==> src/rtl/fpdiv_pkg.sv <==
package fpdiv_pkg;
  localparam int EXP_W   = 8;
  localparam int FRAC_W  = 23;
  localparam int SIG_W   = FRAC_W + 1;
  localparam int WORD_W  = 1 + EXP_W + FRAC_W;
  localparam int QBITS   = SIG_W + 2;
  localparam int EXPI_W  = EXP_W + 2;
  localparam int BIAS    = (1 << (EXP_W - 1)) - 1;
  localparam int EXP_MAX = (1 << EXP_W) - 1;

  localparam logic [WORD_W-1:0] QNAN_W = {1'b0, {EXP_W{1'b1}}, 1'b1, {(FRAC_W-1){1'b0}}};

  typedef enum logic [1:0] {
    RM_NEAR = 2'b00,
    RM_ZERO = 2'b01,
    RM_POS  = 2'b10,
    RM_NEG  = 2'b11
  } rmode_e;

  localparam logic [4:0] CL_QNAN  = 5'b10001;
  localparam logic [4:0] CL_NINF  = 5'b01001;
  localparam logic [4:0] CL_NNORM = 5'b01000;
  localparam logic [4:0] CL_NZERO = 5'b10010;
  localparam logic [4:0] CL_PZERO = 5'b00010;
  localparam logic [4:0] CL_PNORM = 5'b00100;
  localparam logic [4:0] CL_PINF  = 5'b00101;

  typedef struct packed {
    logic             sign;
    logic [EXP_W-1:0] exp;
    logic [SIG_W-1:0] sig;
    logic             zero;
    logic             inf;
    logic             nan;
    logic             snan;
  } opnd_t;

  function automatic logic [4:0] class_of(logic [WORD_W-1:0] w);
    logic             s;
    logic [EXP_W-1:0] e;
    logic             fnz;
    s   = w[WORD_W-1];
    e   = w[WORD_W-2 -: EXP_W];
    fnz = |w[FRAC_W-1:0];
    if (e == EXP_W'(EXP_MAX)) begin
      if (fnz) class_of = CL_QNAN;
      else     class_of = s ? CL_NINF : CL_PINF;
    end else if (e == '0) begin
      class_of = s ? CL_NZERO : CL_PZERO;
    end else begin
      class_of = s ? CL_NNORM : CL_PNORM;
    end
  endfunction
endpackage

==> src/rtl/fpdiv_unpack.sv <==
module fpdiv_unpack
  import fpdiv_pkg::*;
(
  input  logic [WORD_W-1:0] word,
  output opnd_t             info
);
  logic [EXP_W-1:0]  e;
  logic [FRAC_W-1:0] f;

  always_comb begin
    e         = word[WORD_W-2 -: EXP_W];
    f         = word[FRAC_W-1:0];
    info.sign = word[WORD_W-1];
    info.exp  = e;
    info.sig  = {1'b1, f};
    info.zero = (e == '0);
    info.inf  = (e == EXP_W'(EXP_MAX)) && (f == '0);
    info.nan  = (e == EXP_W'(EXP_MAX)) && (f != '0);
    info.snan = info.nan && !f[FRAC_W-1];
  end
endmodule

==> src/rtl/fpdiv_core.sv <==
module fpdiv_core #(
  parameter int SIG_W = 24,
  parameter int QBITS = SIG_W + 2
) (
  input  logic             clk,
  input  logic             rst_n,
  input  logic             load,
  input  logic             step,
  input  logic [SIG_W-1:0] dvd,
  input  logic [SIG_W-1:0] dsr_in,
  output logic [QBITS-1:0] quo,
  output logic             rem_nz
);
  localparam int REM_W = SIG_W + 1;

  logic [REM_W-1:0] rem_q, rem_d, diff;
  logic [SIG_W-1:0] dsr_q;
  logic [QBITS-1:0] q_q, q_d;
  logic             ge;

  always_comb begin
    ge    = rem_q >= {1'b0, dsr_q};
    diff  = rem_q - {1'b0, dsr_q};
    rem_d = rem_q;
    q_d   = q_q;
    if (load) begin
      rem_d = {1'b0, dvd};
      q_d   = '0;
    end else if (step) begin
      rem_d = (ge ? diff : rem_q) << 1;
      q_d   = {q_q[QBITS-2:0], ge};
    end
  end

  always_ff @(posedge clk or negedge rst_n) begin
    if (!rst_n) begin
      rem_q <= '0;
      q_q   <= '0;
      dsr_q <= {1'b1, {(SIG_W-1){1'b0}}};
    end else begin
      rem_q <= rem_d;
      q_q   <= q_d;
      if (load) dsr_q <= dsr_in;
    end
  end

  assign quo    = q_q;
  assign rem_nz = |rem_q;

  // partial remainder never reaches twice the divisor
  p_rem_bound_r1: assert property (@(posedge clk) disable iff (!rst_n)
    rem_q < {dsr_q, 1'b0});
endmodule

==> src/rtl/fpdiv_round.sv <==
module fpdiv_round
  import fpdiv_pkg::*;
(
  input  logic [QBITS-1:0]         quo,
  input  logic                     rem_nz,
  input  logic signed [EXPI_W-1:0] exp_pre,
  input  logic                     sign,
  input  logic [1:0]               rmode,
  output logic [WORD_W-1:0]        res
);
  localparam logic signed [EXPI_W-1:0] E_TOP  = EXPI_W'(EXP_MAX);
  localparam logic signed [EXPI_W-1:0] E_ZERO = '0;

  logic                     norm, g, s, inc, carry, big;
  logic [SIG_W-1:0]         mant, mant_r;
  logic [SIG_W:0]           sum;
  logic signed [EXPI_W-1:0] e1, e2;

  always_comb begin
    norm = quo[QBITS-1];
    mant = norm ? quo[QBITS-1:2] : quo[QBITS-2:1];
    g    = norm ? quo[1] : quo[0];
    s    = (norm & quo[0]) | rem_nz;
    e1   = norm ? exp_pre : exp_pre - EXPI_W'(1);
    unique case (rmode_e'(rmode))
      RM_NEAR: inc = g & (s | mant[0]);
      RM_ZERO: inc = 1'b0;
      RM_POS:  inc = ~sign & (g | s);
      RM_NEG:  inc = sign & (g | s);
      default: inc = 1'b0;
    endcase
    sum    = {1'b0, mant} + (SIG_W+1)'(inc);
    carry  = sum[SIG_W];
    mant_r = carry ? sum[SIG_W:1] : sum[SIG_W-1:0];
    e2     = carry ? e1 + EXPI_W'(1) : e1;
    big    = (rmode_e'(rmode) == RM_NEAR) ||
             (rmode_e'(rmode) == RM_POS && !sign) ||
             (rmode_e'(rmode) == RM_NEG && sign);
    if (e2 >= E_TOP) begin
      res = big ? {sign, {EXP_W{1'b1}}, {FRAC_W{1'b0}}}
                : {sign, {(EXP_W-1){1'b1}}, 1'b0, {FRAC_W{1'b1}}};
    end else if (e2 <= E_ZERO) begin
      res = {sign, {(WORD_W-1){1'b0}}};
    end else begin
      res = {sign, e2[EXP_W-1:0], mant_r[FRAC_W-1:0]};
    end
  end
endmodule

==> src/rtl/fp_div_sp.sv <==
module fp_div_sp
  import fpdiv_pkg::*;
(
  input  logic        clk,
  input  logic        rst_n,
  input  logic        start,
  input  logic [31:0] op_a,
  input  logic [31:0] op_b,
  input  logic [1:0]  rnd_mode,
  input  logic        inv_en,
  input  logic        zdiv_en,
  output logic        busy,
  output logic        done,
  output logic [31:0] quo,
  output logic [4:0]  cls,
  output logic        flag_inv,
  output logic        flag_zdiv
);
  localparam int CNT_W = $clog2(QBITS);

  typedef enum logic [1:0] {S_IDLE, S_CALC, S_FIN} st_e;

  logic [1:0] rs_q;
  logic       rst_int_n;

  always_ff @(posedge clk or negedge rst_n) begin
    if (!rst_n) rs_q <= '0;
    else        rs_q <= {rs_q[0], 1'b1};
  end
  assign rst_int_n = rs_q[1];

  st_e st_q, st_d;
  logic [CNT_W-1:0] cnt_q, cnt_d;
  logic accept, fin, step;

  opnd_t ua, ub;
  fpdiv_unpack u_unp_a (.word(op_a), .info(ua));
  fpdiv_unpack u_unp_b (.word(op_b), .info(ub));

  logic              sp_hit, sp_inv, sp_zd, rsign;
  logic [WORD_W-1:0] sp_res;
  logic signed [EXPI_W-1:0] exp_diff;

  always_comb begin
    rsign  = ua.sign ^ ub.sign;
    sp_hit = 1'b1;
    sp_inv = 1'b0;
    sp_zd  = 1'b0;
    sp_res = '0;
    if (ua.nan || ub.nan || (ua.zero && ub.zero) || (ua.inf && ub.inf)) begin
      sp_res = QNAN_W;
      sp_inv = ua.snan | ub.snan | (ua.zero & ub.zero) | (ua.inf & ub.inf);
    end else if (ua.inf) begin
      sp_res = {rsign, {EXP_W{1'b1}}, {FRAC_W{1'b0}}};
    end else if (ub.zero) begin
      sp_res = {rsign, {EXP_W{1'b1}}, {FRAC_W{1'b0}}};
      sp_zd  = 1'b1;
    end else if (ua.zero || ub.inf) begin
      sp_res = {rsign, {(WORD_W-1){1'b0}}};
    end else begin
      sp_hit = 1'b0;
    end
    exp_diff = EXPI_W'(ua.exp) - EXPI_W'(ub.exp) + EXPI_W'(BIAS);
  end

  assign accept = (st_q == S_IDLE) && start;
  assign step   = (st_q == S_CALC);
  assign fin    = (st_q == S_FIN);

  always_comb begin
    st_d  = st_q;
    cnt_d = '0;
    unique case (st_q)
      S_IDLE: if (start) st_d = sp_hit ? S_FIN : S_CALC;
      S_CALC: begin
        cnt_d = cnt_q + CNT_W'(1);
        if (cnt_q == CNT_W'(QBITS - 1)) st_d = S_FIN;
      end
      S_FIN:   st_d = S_IDLE;
      default: st_d = S_IDLE;
    endcase
  end

  always_ff @(posedge clk or negedge rst_int_n) begin
    if (!rst_int_n) begin
      st_q  <= S_IDLE;
      cnt_q <= '0;
    end else begin
      st_q  <= st_d;
      cnt_q <= cnt_d;
    end
  end

  logic                     hit_q, inv_q, zd_q, sign_q, ie_q, ze_q;
  logic [WORD_W-1:0]        spr_q;
  logic signed [EXPI_W-1:0] exp_q;
  logic [1:0]               rm_q;

  always_ff @(posedge clk or negedge rst_int_n) begin
    if (!rst_int_n) begin
      hit_q  <= 1'b0;
      inv_q  <= 1'b0;
      zd_q   <= 1'b0;
      sign_q <= 1'b0;
      ie_q   <= 1'b0;
      ze_q   <= 1'b0;
      spr_q  <= '0;
      exp_q  <= '0;
      rm_q   <= '0;
    end else if (accept) begin
      hit_q  <= sp_hit;
      inv_q  <= sp_inv;
      zd_q   <= sp_zd;
      sign_q <= rsign;
      ie_q   <= inv_en;
      ze_q   <= zdiv_en;
      spr_q  <= sp_res;
      exp_q  <= exp_diff;
      rm_q   <= rnd_mode;
    end
  end

  logic [QBITS-1:0]  qbits;
  logic              rem_nz;
  logic [WORD_W-1:0] rnd_res, res;

  fpdiv_core #(.SIG_W(SIG_W), .QBITS(QBITS)) u_core (
    .clk(clk), .rst_n(rst_int_n), .load(accept), .step(step),
    .dvd(ua.sig), .dsr_in(ub.sig), .quo(qbits), .rem_nz(rem_nz)
  );

  fpdiv_round u_round (
    .quo(qbits), .rem_nz(rem_nz), .exp_pre(exp_q), .sign(sign_q),
    .rmode(rm_q), .res(rnd_res)
  );

  logic supp;
  assign res  = hit_q ? spr_q : rnd_res;
  assign supp = (inv_q & ie_q) | (zd_q & ze_q);

  logic              done_q, finv_q, fzd_q;
  logic [WORD_W-1:0] quo_q;
  logic [4:0]        cls_q;

  always_ff @(posedge clk or negedge rst_int_n) begin
    if (!rst_int_n) begin
      done_q <= 1'b0;
      finv_q <= 1'b0;
      fzd_q  <= 1'b0;
      quo_q  <= '0;
      cls_q  <= '0;
    end else begin
      done_q <= fin;
      if (fin) begin
        quo_q  <= res;
        finv_q <= inv_q;
        fzd_q  <= zd_q;
        if (!supp) cls_q <= class_of(res);
      end
    end
  end

  assign busy      = (st_q != S_IDLE);
  assign done      = done_q;
  assign quo       = quo_q;
  assign cls       = cls_q;
  assign flag_inv  = finv_q;
  assign flag_zdiv = fzd_q;

  // one-cycle strobe, produced only by a busy unit; outputs move only with it
  p_done_pulse_r10: assert property (@(posedge clk) disable iff (!rst_int_n)
    done |=> !done);
  p_done_busy_r10: assert property (@(posedge clk) disable iff (!rst_int_n)
    done |-> $past(busy));
  p_out_hold_r10: assert property (@(posedge clk) disable iff (!rst_int_n)
    !$stable(quo) |-> done);
  // flags are exclusive and come with their fixed results
  p_flag_excl_r5: assert property (@(posedge clk) disable iff (!rst_int_n)
    !(flag_inv && flag_zdiv));
  p_zdiv_inf_r5: assert property (@(posedge clk) disable iff (!rst_int_n)
    flag_zdiv |-> quo[30:0] == 31'h7F800000);
  p_inv_qnan_r6: assert property (@(posedge clk) disable iff (!rst_int_n)
    flag_inv |-> quo == 32'h7FC00000);
  // a zero exponent field always comes with a zero fraction
  p_no_subnorm_r4: assert property (@(posedge clk) disable iff (!rst_int_n)
    done |-> (quo[30:23] != 8'h00 || quo[22:0] == 23'h0));
  // a suppressed update leaves the class code untouched
  p_cls_keep_r9: assert property (@(posedge clk) disable iff (!rst_int_n)
    done && ((flag_inv && ie_q) || (flag_zdiv && ze_q)) |-> $stable(cls));
endmodule

==> config.mk <==
export PLATFORM = sky130hd
export DESIGN_NAME = fp_div_sp
export DESIGN_NICKNAME = d
export VERILOG_FILES = /design/src/rtl/fpdiv_pkg.sv /design/src/rtl/fpdiv_unpack.sv /design/src/rtl/fpdiv_core.sv /design/src/rtl/fpdiv_round.sv /design/src/rtl/fp_div_sp.sv
export SDC_FILE = /design/constraint.sdc
export NUM_CORES = 1
export LEC_CHECK = 0
export ABC_AREA = 0
export BUFFER_PORTS_ARGS = -buffer_cell sky130_fd_sc_hd__buf_4
export CAP_MARGIN = 10
export CORE_ASPECT_RATIO = 2
export CORE_MARGIN = 2
export CORE_UTILIZATION = 42
export CTS_BUF_LIST = sky130_fd_sc_hd__clkbuf_16
export DETAILED_ROUTE_END_ITERATION = 8
export GPL_TIMING_DRIVEN = 0
export SLEW_MARGIN = 0
export SYNTH_ARGS = -nofsm -noshare
export SYNTH_HDL_FRONTEND = slang
export SYNTH_SLANG_ARGS = --single-unit
export TNS_END_PERCENT = 1
==> constraint.sdc <==
create_clock -name clk -period 6.05 [get_ports clk]
set_clock_uncertainty 0.2 [all_clocks]
set_input_delay 1.21 -clock clk [delete_from_list [all_inputs] [get_ports clk]]
set_output_delay 1.21 -clock clk [all_outputs]
set_load 0.02 [all_outputs]
==> insert_results.sql <==
INSERT INTO impl_metrics (metric_group, metric, value, unit) VALUES
('global_route', 'grt_most_used_layer', 'met2', ''),
('sta', 'slew_headroom', '0.287', ''),
('cells_and_area', 'drive_above_1_share', '0.155', ''),
('pwr', 'power_frac_seq', '0.248', ''),
('drt', 'average_via_count_per_standard_cell', '5.61', ''),
('run', 'cap_viol_max_count', '0', ''),
('pwr', 'p_switching', '0.00303', 'W'),
('cts', 'number_of_buffers_between_clock_root_and_the_deepest_sink', '2', ''),
('floorplanning', 'die_w', '112', 'µm'),
('worst_hold_path', 'hp-class', 'register to register', ''),
('floorplanning', 'initial_utilization', '0.425', ''),
('cts', 'clk_pin_slew', '0.06', 'ns'),
('sta', 'fmax', '181', 'MHz'),
('cts', 'tritoncts_clock_tree', 'yes', ''),
('sta', 'post-route-period-util', '0.911', ''),
('synthesis', 'synth_fp_nets', '1290', ''),
('global_route', 'groute.usage.overall', '0.240', ''),
('global_route', 'gr-total-overflow', '0', ''),
('pwr', 'switching_share', '0.465', ''),
('global_route', 'wire_length_of_the_first_global_routing_pass', '46.9', 'mm'),
('global_route', 'grt.met1_usage', '0.235', ''),
('sta', 'finalWorstPathRequiredPeriod', '5.51', 'ns'),
('sta', 'report.final.setup_viol', '0', ''),
('setup_path', 'timing.critical_path.to', 'quo[7]', ''),
('global_route', 'grt_start_max_net_pins', '69', ''),
('cts', 'tritoncts.num_buffers', '17', ''),
('setup_path', 'cp.required', '6.22', 'ns'),
('synthesis', 'syn-instance-count', '1178', ''),
('sta', 'timing.setup.tns', '0', 'ns'),
('synthesis', 'commonest_register_cell_after_synthesis', 'sky130_fd_sc_hd__dfrtp_1', ''),
('sta', 'timing_max_transition_violations_final', '0', ''),
('synthesis', 'synth.distinct_cells', '82', ''),
('setup_path', 'critical-path-max-stage-delay', '0.42', 'ns'),
('synthesis', 'syn_area', '0.00988', 'mm²'),
('sta', 'grt_setup_unrepaired', 'no', ''),
('placement', 'globalplace.congestion', '0.915', ''),
('cts', 'cts.sink_count', '144', ''),
('cells_and_area', 'num_antenna_cells', '0', ''),
('setup_path', 'register_to_register_path_setup_slack', '0.54', 'ns'),
('setup_path', 'cp.buffers_inverters', '7', ''),
('setup_path', 'reg2regPathDepth', '21', ''),
('setup_path', 'crit_path_start_kind', 'register', ''),
('setup_path', 'endpoint_kind', 'register', ''),
('cts', 'clock_insertion_delay_worst_skew', '0.45', 'ns'),
('drt', 'avgRoutedWirePerCell', '18.3', 'µm'),
('synthesis', 'number_of_enable_type_register_cells_in_the_synthesized_netlist', '0', ''),
('setup_path', 'worstPathCellList', 'buf_6 -> buf_4 -> buf_2 -> buf_2 -> mux2i_1 -> o41ai_1 -> ha_1 -> ha_1 -> nand2_1 -> nor4b_4 -> buf_4 -> nand4_1 -> clkbuf_1 -> o21ai_0 -> a22o_1 -> nor2_1 -> a41o_1 -> nor2_1 -> clkbuf_1 -> a21oi_1 -> o21ai_0', ''),
('floorplanning', 'die_height', '221', 'µm'),
('synthesis', 'seq_area_frac_synth', '0.365', ''),
('placement', 'postPlaceCellArea', '0.0111', 'mm²'),
('pwr', 'leakage', '5.19', 'nW'),
('global_route', 'use_met3', '0.0397', ''),
('drt', 'drt_iter0_markers', '349', ''),
('setup_path', 'timing.setup.critical_path_class', 'register to register', ''),
('setup_path', 'r2r-start', 'u_core.quo[25]', ''),
('sta', 'fin_hold_ws', '0.153', 'ns'),
('setup_path', 'critPathLaunch', 'u_core.quo[25]', ''),
('global_route', 'antenna_found_initial', '0', ''),
('global_route', 'grtUsageMet2', '0.457', ''),
('drt', 'first_pass_iters', '5', ''),
('sta', 'tightestPinTransition', '1.06', 'ns'),
('setup_path', 'rr_endpoint', 'quo[7]', ''),
('cells_and_area', 'layout-area-overhead-vs-synth', '18.8', '%'),
('setup_path', 'cp_data_arrival_time', '5.68', 'ns'),
('floorplanning', 'die_area', '0.0248', 'mm²'),
('cells_and_area', 'final_util', '0.505', ''),
('drt', 'totalWireLength', '29.5', 'mm'),
('floorplanning', 'core_rows', '79', ''),
('run_status', 'run_status', 'complete, no violations', ''),
('setup_path', 'cell_family_contributing_the_most_delay_on_the_critical_path', 'buffers and inverters', ''),
('drt', 'drtAntennaViolNets', '0', '');
worst min-delay path by stage:
| stage | start | to | slack (ns) | cells past startpoint |
|---|---|---|---|---|
| after floorplan | rs_q[0] | rs_q[1] | 0.13 | 0 |
| after global placement | rs_q[0] | rs_q[1] | 0.13 | 0 |
| after detailed placement | rs_q[1] | u_core.dsr_q[13] | -0.03 | 0 |
| after CTS | rs_q[0] | rs_q[1] | 0.16 | 0 |
| after global routing | rs_q[0] | rs_q[1] | 0.16 | 0 |
| final | rs_q[0] | rs_q[1] | 0.15 | 0 |
worst register-to-register path: cells and delay by family (launching register included):
family	cells	cell delay (ns)
muxes	1	0.14
and+or+nand+nor	5	0.80
DFF	1	0.42
adders and majority gates	2	0.45
buffers and inverters	7	1.92
AOI/OAI and AO/OA	6	1.50
repair_timing:
item,in CTS,in global routing
gates resized for setup,2,2
hold endpoints to repair,8,0
endpoints found under the setup margin,22,28
setup buffers,0,2
hold buffers,1,0
pin swaps,0,1
cells by family (layout without fill, tap and decap cells):
kind of cell,count (synthesis),after routing,synth area share
and+or+nand+nor,429,429,0.210
xor gates and xnor gates,80,80,0.0725
other,1,1,0.000380
adders and majority gates,41,41,0.0535
muxes,41,41,0.0422
DFF,144,144,0.365
buffers and inverters,121,269,0.0507
AOI/OAI and AO/OA,321,321,0.206
synthesized netlist by cell type (5+ instances only):
cell | n | area, µm²
sky130_fd_sc_hd__nor2_1 | 59 | 221
sky130_fd_sc_hd__mux2_2 | 5 | 56.3
sky130_fd_sc_hd__o21a_1 | 5 | 37.5
sky130_fd_sc_hd__nor3_1 | 16 | 80.1
sky130_fd_sc_hd__o31ai_1 | 10 | 75.1
sky130_fd_sc_hd__inv_1 | 52 | 195
sky130_fd_sc_hd__clkbuf_1 | 48 | 180
sky130_fd_sc_hd__xnor2_1 | 45 | 394
sky130_fd_sc_hd__a22o_1 | 6 | 52.6
sky130_fd_sc_hd__nor2b_1 | 8 | 50.1
sky130_fd_sc_hd__a21o_1 | 14 | 105
sky130_fd_sc_hd__or3_1 | 6 | 37.5
sky130_fd_sc_hd__or4_1 | 6 | 45.0
sky130_fd_sc_hd__buf_1 | 5 | 18.8
sky130_fd_sc_hd__o21ai_2 | 10 | 87.6
sky130_fd_sc_hd__nor4_1 | 19 | 119
sky130_fd_sc_hd__nand4_1 | 22 | 138
sky130_fd_sc_hd__a211oi_1 | 8 | 60.1
sky130_fd_sc_hd__xor2_1 | 33 | 289
sky130_fd_sc_hd__mux2i_1 | 36 | 360
sky130_fd_sc_hd__a21oi_1 | 65 | 325
sky130_fd_sc_hd__or2_2 | 7 | 43.8
sky130_fd_sc_hd__a22oi_1 | 20 | 150
sky130_fd_sc_hd__buf_2 | 9 | 45.0
sky130_fd_sc_hd__ha_1 | 39 | 488
sky130_fd_sc_hd__and3_1 | 9 | 56.3
sky130_fd_sc_hd__nand2b_1 | 13 | 81.3
sky130_fd_sc_hd__dfrtp_1 | 144 | 3600
sky130_fd_sc_hd__o21ai_0 | 133 | 666
sky130_fd_sc_hd__a31oi_1 | 7 | 43.8
sky130_fd_sc_hd__nand2_1 | 206 | 773
sky130_fd_sc_hd__nand3_1 | 29 | 145
sky130_fd_sc_hd__a21boi_0 | 6 | 45.0
sky130_fd_sc_hd__and2_1 | 8 | 50.1
registers in the layout, indices dropped and copies added (netlist names), 2 cells and up:
name	count
quo	32
u_core.quo	26
u_core.rem_q	25
u_core.dsr_q	23
exp_q	10
cls	5
cnt_q	5
spr_q	3
rm_q	2
rs_q	2
st_q	2
metal layers:
metal	share of wire	up-vias
li1	-	4423
met1	0.36	4290
met2	0.55	238
met3	0.033	82
met4	0.062	0
met5	0	-
cell type report:
| type | count | area [µm²] | share of cell area |
|---|---|---|---|
| plain buffers | 68 | 304 | 0.0259 |
| clock buffers | 17 | 425 | 0.0363 |
| clock inverters | 15 | 151 | 0.0129 |
| inverters | 53 | 199 | 0.0170 |
| multi-input cells | 913 | 5780 | 0.493 |
| flip-flops and latches | 144 | 3610 | 0.307 |
| well taps | 283 | 354 | 0.0302 |
| repair buffers | 116 | 913 | 0.0778 |
power by group through the flow:
stage / registers (W) / logic [W] / clock network (W)
after floorplan: 0.00158 / 0.00285 / 0
after global placement: 0.00164 / 0.00376 / 0
after detailed placement: 0.00163 / 0.00382 / 0
after CTS: 0.00161 / 0.00385 / 0.00107
after global routing: 0.00166 / 0.00427 / 0.00111
final: 0.00162 / 0.00386 / 0.00105
metrics by stage:
step / std cells / setup slack (ns) / total power (W)
2_1_floorplan: 1178 / 1.24 / 0.00442
3_3_place_gp: 1572 / -0.322 / 0.00540
3_5_place_dp: 1574 / -0.166 / 0.00545
4_1_cts: 1607 / 0.0553 / 0.00654
5_1_grt: 1609 / 0.0865 / 0.00705
6_report: 1609 / 0.538 / 0.00653
No activity file was read; power rests on OpenSTA's default activity.
